File: config.mk
export PLATFORM = sky130hd
export DESIGN_NAME = branch_resolver
export DESIGN_NICKNAME = d
export VERILOG_FILES = /design/src/rtl/branch_resolver.sv
export SDC_FILE = /design/constraint.sdc
export NUM_CORES = 1
export LEC_CHECK = 0
export BUFFER_PORTS_ARGS = -buffer_cell sky130_fd_sc_hd__buf_4
export CAP_MARGIN = 20
export CORE_ASPECT_RATIO = 1.5
export CORE_MARGIN = 10
export CORE_UTILIZATION = 35
export CTS_CLUSTER_SIZE = 40
export DETAILED_ROUTE_END_ITERATION = 8
export PLACE_DENSITY = 0.63
export SKIP_CTS_REPAIR_TIMING = 1
export SLEW_MARGIN = 20
export SYNTH_ARGS = -nofsm -noshare
export SYNTH_HDL_FRONTEND = slang
export SYNTH_SLANG_ARGS = --single-unit
File: constraint.sdc
create_clock -name clk -period 3.3 [get_ports clk]
set_input_delay 0.33 -clock clk [delete_from_list [all_inputs] [get_ports clk]]
set_output_delay 0.33 -clock clk [all_outputs]
set_load 0.02 [all_outputs]
File: src/rtl/branch_resolver.sv
module branch_resolver #(
  parameter int AW = 32,
  parameter int CW = 32
) (
  input  logic          clk,
  input  logic          rst_n,
  input  logic          req_valid,
  input  logic [4:0]    bo,
  input  logic [4:0]    bi,
  input  logic [31:0]   cr,
  input  logic          is_return,
  input  logic [AW-1:0] lr,
  input  logic [AW-1:0] target,
  input  logic [AW-1:0] pc,
  output logic          resolved,
  output logic          taken,
  output logic [AW-1:0] next_pc,
  output logic [CW-1:0] ctr
);
  localparam logic [CW-1:0] ONE = CW'(1);

  logic cond_bit, last_iter, cond_ok, ctr_ok, take, dec;

  assign cond_bit  = cr[5'd31 - bi];
  assign last_iter = (ctr == ONE);
  assign dec       = ~bo[2];
  assign cond_ok   = bo[4] | (cond_bit == bo[3]);
  assign ctr_ok    = bo[2] | (last_iter == bo[1]);
  assign take      = cond_ok & ctr_ok;

  always_ff @(posedge clk) begin
    if (!rst_n) begin
      resolved <= 1'b0;
      taken    <= 1'b0;
      next_pc  <= '0;
      ctr      <= '0;
    end else begin
      resolved <= req_valid;
      if (req_valid) begin
        taken   <= take;
        next_pc <= take ? (is_return ? lr : target) : pc + AW'(4);
        if (dec) ctr <= ctr - ONE;
      end
    end
  end
endmodule

# Word-level counts from Yosys, hierarchy flattened
# Index checks and enable logic that the tools add are counted.
# W data, S select, Z words.
# op_classes
n_addsub,3
mul,0
div,0
order_cmp,1
eq_ne,3
shifts,0
mux,4
bitwise_logic,4
reduce_logical,1
# ops
op,count
$mux W32,2
$add A32 B3 Y32 const B,1
$eq A32 B1 Y1 const B,1
$sub A32 B1 Y32 const B,1
$lt A5 B6 Y1 const B,1
$bmux W1 S5,1
$sub A5 B5 Y5 const A,1
$eq A1 B1 Y1,2
$or A1 B1 Y1,2
$reduce_and A2 Y1,1
$and A1 B1 Y1,1
$mux W1,1
$not A1 Y1,1
# word_totals
reg_bits,66
latch_bits,0
ramBits,0
rom_bits,0
input_bits,142
out_inout_bits,66
mem_count,0

# Depth between registers and ports, before layout
# depth
depth_word,7
ltp_mapped,11
depth_no_buf,9

# Worst setup path after synthesis
# No wires, ideal clock.
# synth_timing
path_kind,input to register
startpoint,input bi[1]
endpoint,register next_pc[15]
setup_time_ns,0.122
arrival_time_ns,2.284
required_time_ns,3.178
slack_ns,0.894
path_stages,10
n_path_buf,3
cell_sequence,buf_2 -> buf_6 -> mux2_2 -> a22oi_1 -> o22ai_1 -> or4_4 -> o211ai_2 -> buf_6 -> nor3_1 -> a221o_1
# synth_between
elab_chain_len,7
# synth_rtl
element,line_no,source
"start, declared",9,"input logic [4:0] bi,"
$sub A5 B5 Y5,24,assign cond_bit = cr[5'd31 - bi];
$bmux W1 S5,24,
$mux W1 (implied by the code),24,
$eq A1 B1 Y1,27,assign cond_ok = bo[4] | (cond_bit == bo[3]);
$or A1 B1 Y1,27,
$and A1 B1 Y1,29,assign take = cond_ok & ctr_ok;
$mux W32,41,next_pc <= take ? (is_return ? lr : target) : pc + AW'(4);
"end signal, assigned",41,
"end, declared",17,"output logic [AW-1:0] next_pc,"
# Every way passes these cells. The select of a mux whose other input is x is not followed.
# A chain may end at the register's enable or synchronous reset.

# Worst setup path in the final report
# layout_timing
startpoint,register ctr[3]
endpoint,register next_pc[14]
# layout_between
elab_chain_len,5
# layout_rtl
element,line_no,source
"start, declared",18,output logic [CW-1:0] ctr
"start signal, assigned",42,if (dec) ctr <= ctr - ONE;
$eq A32 B1 Y1,25,assign last_iter = (ctr == ONE);
$eq A1 B1 Y1,28,assign ctr_ok = bo[2] | (last_iter == bo[1]);
$or A1 B1 Y1,28,
$and A1 B1 Y1,29,
$mux W32,41,
# Every way passes these cells.

==> results.ini <==
[yosys]
yosysSeqAreaShare=0.314
synthArstFlopShare=0
ys_types=50
ys_ff_latch=66
synth_area_per_cell_um2=8.87
syn_inst=474
synth-xor-area-share=0.113
synth_compound_area_frac=0.110
synth-main-ff-cell=dfxtp_1
synth_fp_nets=619
synth_area_um2=4200
synth_top_family_by_area=simple AND/OR/NAND/NOR gates
synth_edf_count=0
yosys_warnings=0
synthMuxAreaShare=0.132
synthAdderAreaFrac=0.00893
synth-simple-area-share=0.280

[power]
vdd.ir_drop.worst_uv=243
p_total_mw=2.94
power_density_nw_per_um2=475
p_leak_nw=2.77

[critical_path]
critPathRequiredTime_ns=3.52
max_stage_delay_ns=0.65
crit_chain=or4_1 -> nor4_1 -> nand4_1 -> xor2_1 -> o211ai_4 -> buf_12 -> nand3_1 -> o311ai_0
worst-setup-path-type=reg2reg
crit_arrival_ns=3.20
crit_path_max_fanout=30
worst_path_max_delay_cell=or4_1
startpoint_type=register
cp-end-kind=register

[die]
fp.dieW_um=109
dieArea_um2=16900
die_height_um=154
coreArea_um2=11900
ios=208
rows=49
initial_core_util=0.353

[global_route]
grt_pass1_wl_mm=23.8
grt_start_max_net_pins=49
antenna_found_initial=0
grt_remaining_overflow=0
grt_util_all_layers=0.178
grt_pass1_vias=4506

[placement]
placed_cells=805
place_hpwl_mm=12.1
port_buffers=206
placed_cell_area_um2=5830
gp_congestion=0.853

[timing]
setup_viol=0
drv_slew=0
tns_ns=0
finalHoldViolCount=0
max_freq_ghz=0.336
rsz0062_at_grt=false
skew_ns=0.00905
min_period_ns=2.97
whs_ns=0.277
relSlewSlack=0.481
worst_pin_slew_ns=0.775
period_share=0.901

[drt]
num_vias=4288
drc=0
wl_per_cell_um=18.4
drtPass1Iterations=4
totalWireLength_mm=15.1
drtIter0Drc=141
detail-route-antenna-nets=0
via_per_inst=5.22

[clock_tree]
cts_made_buffers=9
clk_latency_ns=0.33
cts_tree=done
h-tree-depth=3
cts-root-buf=clkbuf_16
clkTransAtPathRegs_ns=0.06
clockBufferDepth=2
clock_sinks=66

[flow_run]
maxCapViolCount=0

[finish]
final_area_um2=6180
fin_nets=808
drive_gt1_frac=0.364
antenna_cells=0
layout_common_cells=209 x buf_4, 66 x dfxtp_1, 38 x nand2_1, 38 x mux2i_1, 35 x nand3_1
fin_cells=821
final_common_cell=buf_4
area_growth_pct=46.9

[hold_path]
hp-class=in2reg

[run_status]
status=finished clean

[Yosys cell counts (4+ instances only)]
master | count | area share
nor2_1 | 17 | 0.015
clkbuf_1 | 21 | 0.019
and2_1 | 22 | 0.033
mux4_2 | 5 | 0.027
mux2i_1 | 38 | 0.091
nand3_1 | 35 | 0.042
or2_2 | 4 | 0.0060
nand3b_1 | 12 | 0.021
xor2_1 | 26 | 0.054
buf_6 | 4 | 0.011
dfxtp_1 | 66 | 0.31
xnor2_1 | 28 | 0.058
o21ai_0 | 5 | 0.0060
buf_2 | 5 | 0.0060
and4_1 | 5 | 0.010
nor2b_1 | 6 | 0.0089
nor3_1 | 19 | 0.023
nand2_1 | 38 | 0.034
or3_1 | 6 | 0.0089
o311ai_1 | 7 | 0.015
or4_1 | 6 | 0.011
nand4_1 | 12 | 0.018
o22ai_1 | 4 | 0.0060
and3_1 | 7 | 0.010
a21boi_0 | 5 | 0.0089
o311ai_0 | 21 | 0.044
inv_1 | 4 | 0.0036
nand2b_1 | 8 | 0.012
nor4_1 | 7 | 0.010
[per-layer routing]
layer | up-vias | wire length [um] | GRT usage
met5 | - | 0 | 0
met4 | 0 | 301 | 0.0553
met1 | 1999 | 5650 | 0.190
met3 | 20 | 1150 | 0.0591
li1 | 2133 | - | -
met2 | 136 | 8030 | 0.317
[registers in the layout, indices dropped and copies added, names as in the netlist]
| name | flops |
|---|---|
| ctr | 32 |
| next_pc | 32 |
| resolved | 1 |
| taken | 1 |
[critical path, delay by kind of cell, from the launching register on]
kind	cells	cell delay, ns
DFF	1	0.37
AOI/OAI and AO/OA	2	0.76
xor gates and xnor gates	1	0.23
and+or+nand+nor	4	1.23
buffers and inverters	1	0.25
[final timing paths]
kind | start | end | slack (ns) | cells past startpoint
worst max register to register | ctr[3] | next_pc[14] | 0.33 | 8
worst min-delay path | pc[1] | next_pc[1] | 0.28 | 3
worst max-delay path | ctr[3] | next_pc[14] | 0.33 | 8
worst min register to register | next_pc[21] | next_pc[21] | 0.47 | 2
[kinds of logic after synthesis]
kind of cell	count (synthesis)
xor+xnor	54
compound gates	56
flops	66
buf+inv	37
fa+ha+maj	3
simple gates	211
mux	47
[through the flow]
stage	setup slack, ns	utilization
2_1_floorplan	0.894	-
3_3_place_gp	0.382	0.490
3_5_place_dp	0.262	0.490
4_1_cts	0.302	0.519
5_1_grt	0.0597	0.519
6_report	0.326	0.519
[final cells by class]
| cell class | instances | area (um2) |
|---|---|---|
| clock buffers | 9 | 225 |
| clock inverters | 7 | 118 |
| fillers | 1150 | 5720 |
| inverters | 5 | 18.8 |
| multi-input cells | 371 | 2710 |
| flip-flops and latches | 66 | 1320 |
| well taps | 153 | 191 |
| repair buffers | 210 | 1590 |
[power breakdown]
group	internal [mW]	switching [mW]	leakage [nW]
Sequential	0.886	0.0771	0.541
Clock	0.736	0.380	0.158
Combinational	0.412	0.444	2.07
Power figures use the tool's default switching activity.
